**config.mk**
```make
export PLATFORM = sky130hd
export DESIGN_NAME = uart_rx_status
export DESIGN_NICKNAME = d
export VERILOG_FILES = /design/src/rtl/uart_rx_pkg.sv /design/src/rtl/rx_line_sync.sv /design/src/rtl/rx_frame_fsm.sv /design/src/rtl/rx_status_buf.sv /design/src/rtl/uart_rx_status.sv
export SDC_FILE = /design/constraint.sdc
export NUM_CORES = 1
export LEC_CHECK = 0
export BUFFER_PORTS_ARGS = -buffer_cell sky130_fd_sc_hd__buf_4
export CORE_UTILIZATION = 54
export CTS_BUF_LIST = sky130_fd_sc_hd__clkbuf_2
export DETAILED_ROUTE_END_ITERATION = 10
export GPL_ROUTABILITY_DRIVEN = 0
export HOLD_SLACK_MARGIN = 0.15
export PLACE_DENSITY = 0.89
export SLEW_MARGIN = 20
export SYNTH_ARGS = -nofsm -noshare
export SYNTH_HDL_FRONTEND = slang
export SYNTH_HIERARCHICAL = 1
export SYNTH_SLANG_ARGS = --single-unit
```
**constraint.sdc**
```tcl
create_clock -name clk -period 1.55 [get_ports clk]
set_clock_uncertainty 0.1 [all_clocks]
set_input_delay 0 -clock clk [delete_from_list [all_inputs] [get_ports clk]]
set_output_delay 0 -clock clk [all_outputs]
set_load 0.05 [all_outputs]
```
**src/rtl/uart_rx_pkg.sv**
```systemverilog
package uart_rx_pkg;

  typedef enum logic [2:0] {
    ST_IDLE,
    ST_START,
    ST_DATA,
    ST_PAR,
    ST_STOP
  } rx_state_e;

  typedef enum logic [1:0] {
    PM_NONE = 2'b00,
    PM_ZERO = 2'b01,
    PM_ODD  = 2'b10,
    PM_EVEN = 2'b11
  } par_mode_e;

  typedef struct packed {
    logic [8:0] data;
    logic       perr;
    logic       ferr;
  } frame_res_t;

endpackage

```
**src/rtl/rx_line_sync.sv**
```systemverilog
module rx_line_sync #(
  parameter int STAGES = 2
) (
  input  logic clk,
  input  logic rst_n,
  input  logic din,
  output logic dout
);
  logic [STAGES-1:0] sr_q;

  for (genvar g = 0; g < STAGES; g++) begin : g_stage
    logic d_in;
    if (g == 0) begin : g_first
      assign d_in = din;
    end else begin : g_rest
      assign d_in = sr_q[g-1];
    end
    always_ff @(posedge clk or negedge rst_n) begin
      if (!rst_n) sr_q[g] <= 1'b1;
      else        sr_q[g] <= d_in;
    end
  end

  assign dout = sr_q[STAGES-1];
endmodule

```
**src/rtl/rx_frame_fsm.sv**
```systemverilog
module rx_frame_fsm
  import uart_rx_pkg::*;
#(
  parameter int OVS = 16
) (
  input  logic       clk,
  input  logic       rst_n,
  input  logic       line_s,
  input  logic       os_tick,
  input  logic       ext9_en,
  input  logic [1:0] par_mode,
  output logic       busy,
  output logic       frame_done,
  output frame_res_t res
);
  localparam int CNT_W = $clog2(OVS);
  localparam logic [CNT_W-1:0] MID_CNT  = CNT_W'(OVS/2 - 1);
  localparam logic [CNT_W-1:0] LAST_CNT = CNT_W'(OVS - 1);

  rx_state_e        state_q, state_d;
  logic [CNT_W-1:0] cnt_q, cnt_d;
  logic [3:0]       idx_q, idx_d;
  logic [8:0]       shr_q, shr_d;
  logic             pbit_q, pbit_d;
  logic [3:0]       last_idx;
  logic [8:0]       data_eff;
  logic             ones_x;

  assign last_idx = ext9_en ? 4'd8 : 4'd7;

  always_comb begin
    state_d    = state_q;
    cnt_d      = cnt_q;
    idx_d      = idx_q;
    shr_d      = shr_q;
    pbit_d     = pbit_q;
    frame_done = 1'b0;
    case (state_q)
      ST_IDLE: begin
        cnt_d = '0;
        idx_d = '0;
        if (os_tick && !line_s) begin
          state_d = ST_START;
          shr_d   = '0;
        end
      end
      ST_START: if (os_tick) begin
        if (cnt_q == MID_CNT) begin
          cnt_d   = '0;
          state_d = line_s ? ST_IDLE : ST_DATA;
        end else begin
          cnt_d = cnt_q + 1'b1;
        end
      end
      ST_DATA: if (os_tick) begin
        if (cnt_q == LAST_CNT) begin
          cnt_d        = '0;
          shr_d[idx_q] = line_s;
          if (idx_q == last_idx) begin
            state_d = (par_mode == PM_NONE) ? ST_STOP : ST_PAR;
          end else begin
            idx_d = idx_q + 1'b1;
          end
        end else begin
          cnt_d = cnt_q + 1'b1;
        end
      end
      ST_PAR: if (os_tick) begin
        if (cnt_q == LAST_CNT) begin
          cnt_d   = '0;
          pbit_d  = line_s;
          state_d = ST_STOP;
        end else begin
          cnt_d = cnt_q + 1'b1;
        end
      end
      ST_STOP: if (os_tick) begin
        if (cnt_q == LAST_CNT) begin
          cnt_d      = '0;
          frame_done = 1'b1;
          state_d    = ST_IDLE;
        end else begin
          cnt_d = cnt_q + 1'b1;
        end
      end
      default: state_d = ST_IDLE;
    endcase
  end

  always_ff @(posedge clk or negedge rst_n) begin
    if (!rst_n) begin
      state_q <= ST_IDLE;
      cnt_q   <= '0;
      idx_q   <= '0;
      shr_q   <= '0;
      pbit_q  <= 1'b0;
    end else begin
      state_q <= state_d;
      cnt_q   <= cnt_d;
      idx_q   <= idx_d;
      shr_q   <= shr_d;
      pbit_q  <= pbit_d;
    end
  end

  assign data_eff = {shr_q[8] & ext9_en, shr_q[7:0]};
  assign ones_x   = (^data_eff) ^ pbit_q;
  assign busy     = (state_q != ST_IDLE);

  always_comb begin
    res.data = data_eff;
    res.ferr = ~line_s;
    case (par_mode)
      PM_ODD:  res.perr = ~ones_x;
      PM_EVEN: res.perr = ones_x;
      default: res.perr = 1'b0;
    endcase
  end

  AST_BUSY_ON_START: assert property (@(posedge clk) disable iff (!rst_n)
    (state_q == ST_IDLE && os_tick && !line_s) |=> busy) else $error("busy");
  AST_PERR_MUTED: assert property (@(posedge clk) disable iff (!rst_n)
    (frame_done && !par_mode[1]) |-> !res.perr) else $error("perr");
  AST_GLITCH_DROP: assert property (@(posedge clk) disable iff (!rst_n)
    (state_q == ST_START && os_tick && cnt_q == MID_CNT && line_s) |=> !busy) else $error("glitch");
endmodule

```
**src/rtl/rx_status_buf.sv**
```systemverilog
module rx_status_buf
  import uart_rx_pkg::*;
(
  input  logic       clk,
  input  logic       rst_n,
  input  logic       frame_done,
  input  frame_res_t res,
  input  logic       buf_rd,
  output logic [7:0] rx_data,
  output logic       rx_done,
  output logic       bit9,
  output logic       perr,
  output logic       ferr,
  output logic       ovr
);
  logic [7:0] data_q, data_d;
  logic       bit9_q, bit9_d;
  logic       perr_q, perr_d;
  logic       ferr_q, ferr_d;
  logic       ovr_q, ovr_d;
  logic       unread_q, unread_d;
  logic       done_q;
  logic       ovr_new;

  assign ovr_new = unread_q & ~buf_rd;

  always_comb begin
    data_d   = data_q;
    bit9_d   = bit9_q;
    perr_d   = perr_q;
    ferr_d   = ferr_q;
    ovr_d    = ovr_q;
    unread_d = unread_q;
    if (frame_done) begin
      data_d   = res.data[7:0];
      bit9_d   = res.data[8];
      perr_d   = (perr_q & ~buf_rd) | res.perr;
      ferr_d   = (ferr_q & ~buf_rd) | res.ferr;
      ovr_d    = (ovr_q  & ~buf_rd) | ovr_new;
      unread_d = 1'b1;
    end else if (buf_rd) begin
      perr_d   = 1'b0;
      ferr_d   = 1'b0;
      ovr_d    = 1'b0;
      unread_d = 1'b0;
    end
  end

  always_ff @(posedge clk or negedge rst_n) begin
    if (!rst_n) begin
      data_q   <= '0;
      bit9_q   <= 1'b0;
      perr_q   <= 1'b0;
      ferr_q   <= 1'b0;
      ovr_q    <= 1'b0;
      unread_q <= 1'b0;
      done_q   <= 1'b0;
    end else begin
      data_q   <= data_d;
      bit9_q   <= bit9_d;
      perr_q   <= perr_d;
      ferr_q   <= ferr_d;
      ovr_q    <= ovr_d;
      unread_q <= unread_d;
      done_q   <= frame_done;
    end
  end

  assign rx_data = data_q;
  assign rx_done = done_q;
  assign bit9    = bit9_q;
  assign perr    = perr_q;
  assign ferr    = ferr_q;
  assign ovr     = ovr_q;

  AST_DONE_ONE_CYCLE: assert property (@(posedge clk) disable iff (!rst_n)
    rx_done |=> !rx_done) else $error("done width");
  AST_READ_CLEARS: assert property (@(posedge clk) disable iff (!rst_n)
    (buf_rd && !frame_done) |=> (!perr && !ferr && !ovr)) else $error("clear");
  AST_OVERRUN_SET: assert property (@(posedge clk) disable iff (!rst_n)
    (frame_done && unread_q && !buf_rd) |=> ovr) else $error("ovr");
  AST_FERR_SET: assert property (@(posedge clk) disable iff (!rst_n)
    (frame_done && res.ferr) |=> ferr) else $error("ferr");
endmodule

```
**src/rtl/uart_rx_status.sv**
```systemverilog
module uart_rx_status
  import uart_rx_pkg::*;
#(
  parameter int OVS         = 16,
  parameter int SYNC_STAGES = 2
) (
  input  logic       clk,
  input  logic       rst_n,
  input  logic       rx_line,
  input  logic       os_tick,
  input  logic       ext9_en,
  input  logic [1:0] par_mode,
  input  logic       buf_rd,
  output logic [7:0] rx_data,
  output logic       rx_done,
  output logic       stat_busy,
  output logic       stat_bit9,
  output logic       stat_perr,
  output logic       stat_ferr,
  output logic       stat_ovr,
  output logic [7:0] status
);
  logic       line_s;
  logic       frame_done;
  frame_res_t res;

  rx_line_sync #(.STAGES(SYNC_STAGES)) u_sync (
    .clk(clk), .rst_n(rst_n), .din(rx_line), .dout(line_s)
  );

  rx_frame_fsm #(.OVS(OVS)) u_fsm (
    .clk(clk), .rst_n(rst_n), .line_s(line_s), .os_tick(os_tick),
    .ext9_en(ext9_en), .par_mode(par_mode), .busy(stat_busy),
    .frame_done(frame_done), .res(res)
  );

  rx_status_buf u_stat (
    .clk(clk), .rst_n(rst_n), .frame_done(frame_done), .res(res),
    .buf_rd(buf_rd), .rx_data(rx_data), .rx_done(rx_done),
    .bit9(stat_bit9), .perr(stat_perr), .ferr(stat_ferr), .ovr(stat_ovr)
  );

  assign status = {3'b000, stat_bit9, stat_busy, stat_ovr, stat_ferr, stat_perr};

  AST_DONE_NOT_BUSY: assert property (@(posedge clk) disable iff (!rst_n)
    rx_done |-> !stat_busy) else $error("busy at done");
  AST_BIT9_NARROW: assert property (@(posedge clk) disable iff (!rst_n)
    (frame_done && !ext9_en) |=> !stat_bit9) else $error("bit9");
endmodule

```
* After elaboration in Yosys (flattened, before gate mapping)
Index checks and enable logic that the tools add are counted.
** Operators by class
- Add/subtract/negate cells :: 2
- Order comparisons :: 2
- Eq/ne operators :: 21
- Muxes and demuxes :: 39
- Bitwise operators :: 12
- Reduce and logical (&&, ||, !) cells :: 16
** Operators with widths (number)
- 3-bit 2-to-1 mux :: 11
- 4-bit 2-to-1 mux :: 8
- 9-bit 2-to-1 mux :: 3
- 9-bit case mux with 2 select lines :: 1
- 3-bit case mux with 5 select lines :: 1
- 2-bit by 1-bit != test with 1-bit output (second input constant) :: 7
- 4-bit case mux with 3 select lines :: 1
- 2-bit != test (second input constant) :: 5
- 10-bit AND reduction :: 1
- 9-bit bitwise mux :: 1
- 1-bit 2-to-1 mux :: 9
- 9-bit XOR reduction :: 1
- 4-bit by 1-bit adder with 4-bit output (second input constant) :: 2
- 4-bit case mux with 2 select lines :: 1
- 4-bit AND reduction :: 2
- 3-bit by 2-bit == test with 1-bit output (second input constant) :: 2
- 3-bit AND reduction :: 2
- 3-bit nonzero test :: 2
- 1-bit bitwise AND :: 5
- 4-bit by 5-bit less-than comparator with 1-bit output (second input constant) :: 1
- 1-bit demux with 4-bit select :: 1
- 2-bit == test (second input constant) :: 2
- 4-bit by 3-bit == test with 1-bit output (second input constant) :: 1
- 4-bit == test :: 1
- other kinds (15) :: 21
** Word-level totals
- Register bits after elaboration :: 37
- Input port bits :: 8
- Output and inout bits :: 22

* Logic depth before layout (Yosys ltp)
Gate-level depths: netlist (run 1).
- Depth after elaboration :: 8
- Gate-level depth with buffers :: 7
- Depth with buffers taken out :: 5

* Modules after synthesis
The synthesis (run 1) kept the hierarchy.
** Modules (own cells, without submodules)
- rx_frame_fsm :: instances 1, cells each 179, area an instance 1536.5 µm², sequential area each 525.5 µm²
- rx_status_buf :: instances 1, cells each 30, area an instance 526.8 µm², sequential area each 350.3 µm²
- uart_rx_status :: instances 1, cells each 9, area an instance 63.8 µm², sequential area each 0.0 µm²
- rx_line_sync :: instances 1, cells each 2, area an instance 52.6 µm², sequential area each 52.6 µm²

* Worst setup path before layout (run 1)
No wires, ideal clock.
- Path type :: register -> register
- From :: reg u_fsm.state_q[2]
- To :: reg u_fsm.state_q[0]
- Setup time :: 0.128 ns
- Arrival time :: 1.566 ns
- Path slack :: -0.243 ns
- Stages on the path, launching flop included :: 8
- Buffers on the path :: 2
- Clock period less this slack :: 1.793 ns
- Path through :: dfrtp_1 > buf_6 > or2_1 > buf_2 > nor2_1 > inv_1 > o31ai_1 > mux2_1
** On the way
- Word-level cells in the longest chain between the ends :: 3
- Elaborated cells on any way between the ends :: 17
- Those cells by class :: eq/ne: 14; mux: 1; reduce/logical: 2
** RTL lines
- start, declared :: RTL line rx_frame_fsm.sv:20 : rx_state_e state_q, state_d;
- start signal, assigned :: RTL line rx_frame_fsm.sv:98 : state_q <= state_d;
- 3-bit == test (tied with other cells) :: RTL line rx_frame_fsm.sv:38 : case (state_q)
- 2-bit by 1-bit != test with 1-bit output (no line) / 2-bit != test (equally long branches)
- 10-bit AND reduction (no line)
Parallel ways exist; a longest one is shown, timed or not.
A chain may end at the register's enable or synchronous reset.

* Worst setup path after layout (run 1)
- From :: reg u_fsm.state_q[1]
- To :: reg u_fsm.shr_q[2]
** On the way
- Word-level cells in the longest chain between the ends :: 3
- Elaborated cells on any way between the ends :: 8
- Those cells by class :: eq/ne: 4; mux: 1; reduce/logical: 3
** RTL lines
- 3-bit by 2-bit == test with 1-bit output / 3-bit zero test (equally long branches) :: RTL line rx_frame_fsm.sv:38
- 2-bit by 1-bit != test with 1-bit output (no line) (tied with other cells)
- 4-bit AND reduction (no line)
- end signal, assigned :: RTL line rx_frame_fsm.sv:101 : shr_q <= shr_d;
- end, declared :: RTL line rx_frame_fsm.sv:23 : logic [8:0] shr_q, shr_d;
Parallel ways exist; a longest one is shown, timed or not.

==> impl_summary.md, run 1 <==
Setup path
The peak per-stage delay on the critical path is 0.51 ns. Among cell families on the critical path, the largest total delay comes from simple AND/OR/NAND/NOR gates. The startpoint kind of the worst setup timing path is a flop.

The reg2reg setup slack is -0.42 ns. In this run the critical register-to-register path is launched from u_fsm/state_q[1]. On the critical path, the stage with the largest delay is an instance of sky130_fd_sc_hd__or3_4. The depth of the worst register-to-register path is 5. The worst setup path category is flop to flop. Of all nets on the critical path, the largest fanout is 8. The number of buffer and inverter instances along the worst setup path is 1.

STA puts the critical path data arrival time at 2.20 ns. In this run the critical register-to-register path is captured at u_fsm/shr_q[2]. In this run the worst setup path begins at u_fsm/state_q[1]. The kind of capture point of the worst setup path is a flop. The signal on the critical path passes through buf_6 > and4_1 > o211ai_1 > or3_4 > o21ai_1. The data required time of the worst path is 1.77 ns.

Synth
The synthesized design spends more area on one cell type than any other, namely sky130_fd_sc_hd__dfrtp_1. Sequential cells were found to cover 42.6% of the synthesized design area. The mean instance size in the synthesized netlist is 9.91 um2. The share of the synthesized area in the top cell type is 40.2%. The instance count of the mapped netlist is 220. For this run, the number of Yosys warnings is 6.

The cell area after technology mapping is 2180 um2. The most used flip-flop cell after synthesis is sky130_fd_sc_hd__dfrtp_1. Ranked by total cell area, the synthesized netlist is headed by sky130_fd_sc_hd__dfrtp_1, sky130_fd_sc_hd__buf_4, sky130_fd_sc_hd__mux2_4. The synthesized design contains 37 register bits. Counting flops with a built-in enable in the synthesized netlist gives 0. The netlist uses 51 different library cells. After synthesis, the share of flip-flops with an asynchronous set or reset is 100%.

Finish
In the final layout, the share of cells above drive strength 1 is 50.2%. The post-layout net count is 311. Once layout is complete, the cells apart from fillers number 347. For this run, the share of the core covered by cells in the final layout is 84.1%. Across the whole layout, storage elements account for 928 um2. The number of diodes is 0.

The count of fill cells added during filler insertion is 164. The area added between synthesis and finish is 45.5%. The footprint of the multi-input gates is 1280 um2. After routing the design area is 3170 um2.

Detailed routing
Once detail routing completed, the nets flagged for antenna violations numbered 0. For this run, design rule violations remaining after detail routing come to 0. Dividing the detail-routed wire length by the instance count gives 23.6 um. For this block, the routed nets add up to 8200 um of wire.

The count of vias placed by the detailed router is 2332. Dividing the detail-routed via count by the number of cells gives 6.72. The initial detailed-routing violation count is 290. For this run, the detailed router's first-pass iteration total came to 6.

STA
Setup repair after global routing could not meet its margin everywhere. The part of the cycle the worst path needs is 127%. The sum of negative setup slack is -9.41 ns. Setup violations remaining at the end of the flow were counted as 34. The fmax is 0.506 GHz. Once routing completed, OpenROAD measured the worst setup slack at -0.425 ns. The clock period minus worst slack is 1.97 ns. The final-report hold violation count came to 0. The max-slew violation count is 0.

Place
The detailed placement HPWL is 3630 um. The count of buffers added on input and output ports is 26. Counting tap cells, the placed design contains a total of 312 instances. The placed standard-cell area is 2600 um2.

Floorplan
Once the floorplan was initialized, standard cells occupied 57.8% of the core. The site row count is 22. The area of the core is 3770 um2. The I/O pin count is 30. The die covers 4290 um2. In this run the horizontal extent of the chip is 65.5 um. The die is 65.5 um tall.

Min path
The class of the tightest hold or removal check is flop to flop. The worst hold path terminates at u_sync/dout. In this run the most critical hold path is launched from u_sync/g_stage[1].d_in. Counting instances, the worst hold path has a depth of 0.

GRT
The total grt overflow is 0. The number of global-route vias before repair is 1956. The first-pass GRT wire length is 9260 um. Global routing used 28.8% of the available tracks. Entering global routing, the biggest net connects 38 pins. The initial antenna violation count is 0.

Power
The total power after layout is 0.00477 W. The worst IR drop on VDD is 898 uV. Summed over all cells, the static leakage comes to 1.50 nW. In this run the power density over the cells is 1500 nW/um2.

Clock tree
The CTS buffer count is 5. The clock drives 37 sinks. The deepest level of the CTS H-tree is 2. The buffer cell driving the clock tree root is sky130_fd_sc_hd__clkbuf_2. After clock tree synthesis, the clock-pin slew on the worst setup and hold paths is 0.21 ns.

The TritonCTS clock tree is yes. The buffer depth of the longest clock path is 2. The clock latency reported for the late side of the worst-skew pair is 0.41 ns.

Status
The flow ran to the end, but the final reports show violations. The checks that failed: negative setup slack.

Job
The tool flagged a number of max-cap violations equal to 0.
[worst max-delay path by stage]
stage,end,slack [ns],depth (start not counted)
finish,u_fsm/shr_q[2],-0.42,5
global route,u_stat/perr,-0.48,5
CTS,u_fsm/state_q[2],-0.26,5
detailed placement,u_fsm/state_q[0],-0.22,5
global placement,u_fsm/state_q[2],-0.18,5
floorplan,u_fsm/shr_q[0],-0.11,5
[Yosys cell counts, drive strengths merged (4+ instances only)]
| cell type | number |
|---|---|
| o31ai | 5 |
| clkbuf | 4 |
| ha | 5 |
| inv | 10 |
| buf | 23 |
| nand2 | 14 |
| mux2 | 11 |
| o21ai | 21 |
| or3b | 4 |
| dfrtp | 35 |
| a21oi | 13 |
| nor2 | 12 |
| nor3 | 4 |
| xnor2 | 6 |
| a31oi | 4 |
| nand3 | 8 |
[registers in the layout (all words and copies together) (netlist names)]
name                 cells
u_fsm/idx_q              4
u_stat/unread_q          1
u_stat/rx_done           1
u_fsm/pbit_q             1
u_fsm/state_q            3
u_fsm/shr_q              9
u_stat/perr              1
u_fsm/cnt_q              4
u_sync/g_stage.d_in      1
u_stat/ovr               1
u_stat/bit9              1
u_sync/dout              1
u_stat/rx_data           8
u_stat/ferr              1
[kinds of logic (layout without fill, tap and decap cells)]
logic type               after synthesis  count (layout)  share of synthesized area, %
AND/OR/NAND/NOR                       63              63                          16.1
AO/OA/AOI/OAI                         56              56                          16.1
flip-flops                            37              37                          42.6
buffers and inverters                 37             114                          10.7
multiplexers                          11              11                          6.72
XOR/XNOR                               9               9                          4.25
adder cells (fa/ha/maj)                6               6                          3.33
other                                  1               3                         0.172
[routing by layer]
layer	GRT usage (%)	part of all wire, %
met1	34.8	35
met5	0	0
met4	10.6	7.3
met2	50.5	47
met3	5.21	10
[worst register-to-register path, stage by stage (launching register included)]
cell and delay (ns):
sky130_fd_sc_hd__dfrtp_1 0.48, sky130_fd_sc_hd__buf_6 0.16, sky130_fd_sc_hd__and4_1 0.25, sky130_fd_sc_hd__o211ai_1 0.19
sky130_fd_sc_hd__or3_4 0.51, sky130_fd_sc_hd__o21ai_1 0.19
[power breakdown]
group | total, W | internal (W) | switching, W
Sequential | 0.00134 | 0.00113 | 0.000212
Combinational | 0.00296 | 0.00141 | 0.00155
Clock | 0.000465 | 0.000113 | 0.000352
Total | 0.00477 | 0.00266 | 0.00211
[cell usage in the layout (no fill, tap or decap), types with 4 or more instances in the layout]
cell type / instances
sky130_fd_sc_hd__nand3_1: 7
sky130_fd_sc_hd__xnor2_1: 4
sky130_fd_sc_hd__nand2_1: 14
sky130_fd_sc_hd__clkbuf_2: 6
sky130_fd_sc_hd__inv_1: 9
sky130_fd_sc_hd__mux2_4: 10
sky130_fd_sc_hd__dlygate4sd3_1: 10
sky130_fd_sc_hd__dfrtp_1: 35
sky130_fd_sc_hd__o21ai_0: 8
sky130_fd_sc_hd__buf_6: 8
sky130_fd_sc_hd__o21ai_1: 8
sky130_fd_sc_hd__a21oi_1: 11
sky130_fd_sc_hd__o21ai_2: 5
sky130_fd_sc_hd__nor2_4: 4
sky130_fd_sc_hd__ha_1: 4
sky130_fd_sc_hd__nor2_1: 7
sky130_fd_sc_hd__buf_4: 73
[area by class of cell]
| cell class | instances | area share, % |
|---|---|---|
| Clock buffer | 6 | 0.947 |
| Clock inverter | 2 | 0.316 |
| Inverter | 10 | 1.26 |
| Multi-Input combinational cell | 148 | 40.5 |
| Sequential cell | 37 | 29.3 |
| Tap cell | 48 | 1.89 |
| Timing Repair Buffer | 96 | 25.8 |
[timing repair]
item / in CTS / in global routing
endpoints found under the hold margin: 64 / 1
setup buffers: 10 / 6
gates resized for setup: 22 / 46
endpoints found under the setup margin: 34 / 35
gates cloned: 2 / 1
hold buffers: 9 / 1
pin swaps: 20 / 19
[metrics by stage]
step | setup slack [ns] | hold slack (ns)
CTS | -0.260 | 0.166
finish | -0.425 | 0.259
global route | -0.479 | 0.282
global placement | -0.181 | -0.119
detailed placement | -0.215 | -0.107
floorplan | -0.113 | -0.396
Note: power is estimated with default switching activity, not from simulation.
==> run 2: changes to the inputs <==
--- a/config.mk
+++ b/config.mk
@@ -6,6 +6,7 @@
 export NUM_CORES = 1
 export LEC_CHECK = 0
 export BUFFER_PORTS_ARGS = -buffer_cell sky130_fd_sc_hd__buf_4
+export CORE_ASPECT_RATIO = 1.5
 export CORE_UTILIZATION = 54
 export CTS_BUF_LIST = sky130_fd_sc_hd__clkbuf_2
 export DETAILED_ROUTE_END_ITERATION = 10
==> run 2 against run 1 <==
  * Sequential share of layout area is 0.41 points lower
  * The run still ends with negative setup slack left
  * Largest cell class unchanged
  * Total power is 1.5% lower
  * Critical endpoint is now u_fsm/state_q[0]
  * Core utilization up 1.7 points
  * Die area increased by 0.13%
  * Cell count up 0.58%
  * Sequential power fell by 3%
  * Combinational power hardly changed
  * Global-route usage is 0.86 points higher
  * Via count shrank 8.3%
  * Count of clock-buffer cells in the layout unchanged
==> impl_summary.md, run 2 (synthesis results as in run 1) <==
Status
The run finished, with violations left. The checks that failed: negative setup slack.

Min path
The endpoint with the worst hold slack is u_sync/dout. In this run the most critical hold path is launched from u_sync/g_stage[1].d_in. The class of the tightest hold or removal check is flop to flop.

The worst hold path was traced through 0 stages.

GRT
For this run, the total global-route usage over all layers was measured as 29.6%. The number of global-route vias before repair came to 2046. The pin count of the biggest net entering global routing is 38. Summed over all layers, the global routing overflow is 0. The first global-routing pass estimated 9180 um of wire.

The initial antenna violation count is 0.

Floorplan
The I/O pin count is 30. The floorplan die width is 53.9 um. The die is 79.8 um tall. The site row count is 27. The floorplan step defined a die boundary enclosing 4300 um2. The initial core utilization is 58.1%.

The area of the core is 3750 um2.

Clock tree
TritonCTS built the clock tree. The sink count of the clock tree is 37. The CTS buffer count is 5. The buffer depth of the longest clock path is 2.

The clock latency reported for the late side of the worst-skew pair is 0.41 ns. The H-tree was split into 2 levels. In this run the clock root is driven by a sky130_fd_sc_hd__clkbuf_2. The clock edge transition at the registers on the reported setup and hold paths is 0.20 ns.

STA
The part of the cycle the worst path needs is 122%. The final-report hold violation count is 0. The max-slew violation count is 0. The fmax is 0.530 GHz. Setup slack on the critical path of the routed design comes to -0.335 ns. Setup repair after global routing could not meet its margin everywhere.

The number of endpoints failing setup at the final stage is 34. The smallest clock period supported by the final layout is computed as 1.89 ns.

Setup path
The maximum fanout count along the critical path is 5. The kind of capture point of the worst setup path is a flop. In this run the critical register-to-register path is launched from u_fsm/state_q[1]. The end of the worst register-to-register path is u_fsm/state_q[0]. The arrival time of the worst setup path is 2.12 ns.

The worst setup path is of the flop to flop kind. The depth of the worst register-to-register path is 5. The reg2reg setup slack is -0.34 ns.

The worst setup path is launched from a flop. The data required time of the worst path is 1.78 ns.

Finish
More flip-flops sit in one register than any other, and that register is u_fsm/shr_q. Leaving out fill and tap cells, the most frequent cell in the layout is sky130_fd_sc_hd__buf_4. The number of diodes is 0.

The layout has 171 filler cells. The register with the most flip-flops in the layout has 9 of them. Leaving out fill and tap cells, the most frequent cells in the layout are sky130_fd_sc_hd__buf_4, sky130_fd_sc_hd__dfrtp_1, sky130_fd_sc_hd__nand2_1, sky130_fd_sc_hd__buf_6, sky130_fd_sc_hd__a21oi_1. The footprint of the multi-input gates is 1290 um2. Of the cells placed in the final design, the portion with a size suffix greater than 1 is 52.6%. The post-layout net count is 318. The sequential cell area is 928 um2. The area growth from synthesis to layout is 47.5%.

Detailed routing
After detailed routing, the number of remaining DRC violations is 0. Detailed routing inserted a total of 2138 vias. Dividing the detail-routed via count by the number of cells gives 6.13. The detail route stage leaves a number of antenna-violating nets equal to 0. For this block, the routed nets add up to 6870 um of wire. Dividing the detail-routed wire length by the instance count gives 19.7 um. The total iterations of the first detailed-routing run is 6. In this run, the number of DRC markers left after iteration 0 of detailed routing was 96.

Place
After legalization and detailed placement, the total HPWL measured 3650 um. Timing analysis after detailed placement gives a worst setup slack of -0.190 ns. The count of buffers added on input and output ports is 26.

Power
The power density relative to cell area is 1460 nW/um2. IR analysis of the VDD net gives a maximum drop of 1020 uV. In this run the static leakage power is 1.49 nW. The completed layout was analyzed and its total power is 0.00470 W.

Job
The total of max-cap violations is 0.
run 2: cell count changes in the layout (fill, tap and decap cells not counted), sizes merged:
cell      previous run  this run
inv                 10         9
clkbuf               7         6
clkinvlp             0         1
buf                 85        93
run 2: power breakdown:
part           switching [W]  internal, W
clock network       0.000333     0.000113
registers           0.000170      0.00113
logic                0.00150      0.00145
run 2: timing repair:
item,CTS,global route
endpoints found under the setup margin,32,34
endpoints found under the hold margin,65,1
cloned,0,1
hold buffers,9,1
buffers inserted,7,13
pin swaps,14,19
gates resized for setup,30,42
run 2: worst max-delay path: stages, from the launching register on:
cell	delay, ns
sky130_fd_sc_hd__dfrtp_1	0.49
sky130_fd_sc_hd__buf_6	0.17
sky130_fd_sc_hd__or3b_1	0.40
sky130_fd_sc_hd__a21oi_2	0.24
sky130_fd_sc_hd__nor4b_4	0.09
sky130_fd_sc_hd__mux2_1	0.31
run 2: worst max-delay path by stage:
| stage | end | slack (ns) | startpoint | cells after the start |
|---|---|---|---|---|
| final | u_fsm/state_q[0] | -0.34 | u_fsm/state_q[1] | 5 |
| after global routing | u_fsm/state_q[0] | -0.36 | u_fsm/state_q[1] | 5 |
| after CTS | u_fsm/state_q[2] | -0.24 | u_fsm/state_q[2] | 5 |
| after detailed placement | u_fsm/state_q[0] | -0.19 | u_fsm/state_q[0] | 4 |
| after global placement | u_fsm/state_q[2] | -0.15 | u_fsm/state_q[0] | 4 |
| after floorplan | u_fsm/shr_q[0] | -0.11 | u_fsm/state_q[0] | 5 |
run 2: metal layers:
metal	global-route usage, %	vias to the layer above	part of all wire, %
met5	0	-	0
met4	16.8	0	6.1
met1	29.0	1034	34
li1	-	939	-
met2	54.7	124	54
met3	4.95	41	5.6
run 2: final cells by class:
| cell class | instances | share of cell area (%) |
|---|---|---|
| Tap cell | 43 | 1.67 |
| Multi-Input combinational cell | 148 | 40.1 |
| Timing Repair Buffer | 103 | 26.8 |
| Clock inverter | 2 | 0.311 |
| Sequential cell | 37 | 28.9 |
| Clock buffer | 6 | 0.934 |
| Inverter | 10 | 1.36 |
run 2: through the flow:
step | hold slack [ns] | cell area (um2) | std cells | util (%) | setup TNS (ns)
2_1_floorplan | -0.396 | 2210 | 222 | - | -1.71
3_3_place_gp | -0.119 | 2630 | 312 | 70.2 | -2.69
3_5_place_dp | -0.113 | 2630 | 312 | 70.2 | -3.84
4_1_cts | 0.165 | 2940 | 335 | 78.5 | -4.53
5_1_grt | 0.273 | 3220 | 349 | 85.8 | -8.39
6_report | 0.270 | 3220 | 349 | 85.8 | -7.46
==> run 3: changes to the inputs <==
--- a/config.mk
+++ b/config.mk
@@ -7,12 +7,14 @@
 export LEC_CHECK = 0
 export BUFFER_PORTS_ARGS = -buffer_cell sky130_fd_sc_hd__buf_4
 export CORE_ASPECT_RATIO = 1.5
+export CORE_MARGIN = 2
 export CORE_UTILIZATION = 54
 export CTS_BUF_LIST = sky130_fd_sc_hd__clkbuf_2
 export DETAILED_ROUTE_END_ITERATION = 10
 export GPL_ROUTABILITY_DRIVEN = 0
 export HOLD_SLACK_MARGIN = 0.15
 export PLACE_DENSITY = 0.89
+export SKIP_LAST_GASP = 1
 export SLEW_MARGIN = 20
 export SYNTH_ARGS = -nofsm -noshare
 export SYNTH_HDL_FRONTEND = slang
==> run 3 against run 2 <==
  * The run still ends with negative setup slack left
  * Sequential power is essentially flat
  * Maximum frequency grew 3.8%
  * Routed wire length shrank 20%
  * Combinational power shrank 16%
  * Count of clock-buffer cells in the layout is the same
  * Global-route usage shrank 5.9 points
  * Non-clock buffer count shrank 17
==> impl_summary.md, run 3 (synthesis results as in run 1) <==
Status
The flow ran to the end, but the final reports show violations. The final reports fail on negative setup slack.

Finish
The fraction of final layout cells sized beyond drive strength 1 is 49.1%. The most frequent standard cell in the layout excluding fill and tap cells is sky130_fd_sc_hd__buf_4. The net count of the finished layout is 301. The register with the most flip-flops in the layout has 9 of them. More flip-flops sit in one register than any other, and that register is u_fsm/shr_q. 0 antenna diodes ended up in the layout. The top cell types in the final layout, fill and taps aside, are sky130_fd_sc_hd__buf_4, sky130_fd_sc_hd__dfrtp_1, sky130_fd_sc_hd__nand2_1, sky130_fd_sc_hd__a21oi_1.

The final instance area is 3000 um2. Cells fill 76.4% of the core in the end. The area added between synthesis and finish is 37.6%.

The final non-filler cell total is 334.

Setup path
The startpoint kind of the worst setup timing path is a flop. The data required time of the worst path is 1.75 ns. The worst register-to-register path ends at u_fsm/state_q[0]. The maximum fanout count along the critical path is 5.

Measured in cells, the most critical reg-to-reg path has a length of 5. The critical register-to-register path startpoint is u_fsm/state_q[2]. The worst setup path category is flop to flop. The reg2reg setup slack is -0.27 ns.

STA puts the critical path data arrival time at 2.01 ns. The worst setup path is captured at a flop.

Detailed routing
The initial detailed-routing violation count is 79. The wire length per cell after detailed routing is 16.4 um. The count of vias placed by the detailed router is 1955.

The first TritonRoute pass finished after 5 iterations. The remaining design rule violation count is 0. The detail-routed via count per cell is 5.85. The sum of routed wire length over all layers is 5490 um. The remaining number of nets flagged by the antenna check after routing is 0.

Min path
The worst hold path belongs to the class input pin to flop. The endpoint with the worst hold slack is u_stat/ovr. The startpoint identified for the worst hold timing path is buf_rd.

Along the worst hold path, the cell count comes to 3.

Place
The placed standard-cell area is 2620 um2. Including well taps, the total number of placed cells is 312. The worst slack at placement is -0.220 ns. Detailed placement ended at an HPWL of 3510 um. The count of buffers added on input and output ports is 26.

Clock tree
TritonCTS built the clock tree. Counting the buffers created by CTS gives 5. The clock latency reported for the late side of the worst-skew pair is 0.39 ns. The tree built by TritonCTS fans out to 37 sinks.

Clock-pin slew was measured on the worst setup and hold paths at 0.19 ns. The H-tree generated during clock tree synthesis spans 2 levels. The buffer depth of the longest clock path is 2.

In this run the clock root is driven by a sky130_fd_sc_hd__clkbuf_2.

STA
The final-report hold violation count is 0. Setup repair after global routing could not meet its margin everywhere. The max-slew violation count came to 0.

Setup violations remaining at the end of the flow were counted as 33. The part of the cycle the worst path needs is 117%. Across all setup checks in the final design, the least slack found is -0.266 ns. The worst path in the final design needs a cycle of 1.82 ns, including I/O delays and setup. Based on the critical path, the design can be clocked at up to 0.551 GHz.

Power
The clock network fraction of total power is 10.6%. The worst IR drop on VDD is 1030 uV. The combinational cell fraction of total power is 58.5%.

The switching power summed over all nets is 0.00174 W. Sequential cells burn 30.8% of the power. The internal portion of total power is 0.00248 W. Of the total power, the share spent switching nets is 41.2%. Total power for the finished layout comes to 0.00422 W.

Summed over all cells, the static leakage comes to 1.42 nW. Dividing total power by cell area gives a power density of 1410 nW/um2.

GRT
The initial antenna violation count is 0. The number of global-route vias before repair is 1963. The pin count of the biggest net entering global routing is 38. The global-route total usage across every layer is 23.7%.

The first-pass GRT wire length is 8540 um. The total grt overflow is 0.

Floorplan
The initial utilization of the core area, before any placement, comes to 55.5%. The die covers 4570 um2. The floorplan die width is 55.9 um. The floorplan step set the die height to 81.8 um. The site row count is 28.

The I/O pin count is 30. The area of the core is 3920 um2.

Job
The tool flagged a number of max-cap violations equal to 0.
run 3: cell types whose count changed in the layout (fill, tap and decap cells not counted), sizes merged:
cell and change:
clkinvlp -1, dlygate4sd3 -1, buf -16, inv +1
run 3: power by group through the flow:
stage               Clock, W  Combinational [W]  Sequential (W)
floorplan                  0            0.00129         0.00129
global placement           0            0.00189         0.00128
detailed placement         0            0.00195         0.00129
CTS                 0.000452            0.00220         0.00129
global route        0.000492            0.00265         0.00132
finish              0.000450            0.00247         0.00130
run 3: final cells by class:
cell class | count | area, um2
sequential | 37 | 931
inverter | 10 | 37.5
multi-input combinational | 148 | 1220
tap | 45 | 56.3
clock inverter | 2 | 10.0
timing repair buffer | 86 | 711
clock buffer | 6 | 30.0
fill | 250 | 925
run 3: repair_timing:
item | 4_1_cts | 5_1_grt
endpoints found under the setup margin | 33 | 36
buffers inserted | 6 | 2
hold buffers | 9 | 0
endpoints found under the hold margin | 65 | 0
pin swaps | 14 | 10
gates resized for setup | 29 | 24
run 3: critical path, cell delays in order (launching register included):
cell and delay [ns]:
sky130_fd_sc_hd__dfrtp_1 0.44, sky130_fd_sc_hd__buf_6 0.13, sky130_fd_sc_hd__or3b_4 0.38, sky130_fd_sc_hd__a32o_2 0.24, sky130_fd_sc_hd__nor4b_4 0.14, sky130_fd_sc_hd__mux2_4 0.30
run 3: worst max path at each step:
stage	slack, ns	from	to
2_1_floorplan	-0.11	u_fsm/state_q[0]	u_fsm/shr_q[0]
3_3_place_gp	-0.17	u_fsm/state_q[0]	u_fsm/state_q[2]
3_5_place_dp	-0.22	u_fsm/state_q[0]	u_fsm/state_q[2]
4_1_cts	-0.25	u_fsm/state_q[2]	u_fsm/state_q[2]
5_1_grt	-0.30	u_fsm/state_q[2]	u_fsm/state_q[2]
6_report	-0.27	u_fsm/state_q[2]	u_fsm/state_q[0]
run 3: routing by layer:
layer / share of wire, % / wire length (um) / GRT usage, %
met3: 4.5 / 249 / 4.41
met2: 56 / 3060 / 47.5
met5: 0 / 0 / 0
met1: 36 / 1980 / 23.4
met4: 3.6 / 197 / 10.7
run 3: metrics by stage:
| stage | hold WS [ns] | TNS (ns) |
|---|---|---|
| after global placement | -0.117 | -2.87 |
| after CTS | 0.170 | -4.92 |
| after floorplan | -0.396 | -1.71 |
| after detailed placement | -0.110 | -3.78 |
| after global routing | 0.168 | -6.93 |
| final | 0.177 | -5.36 |
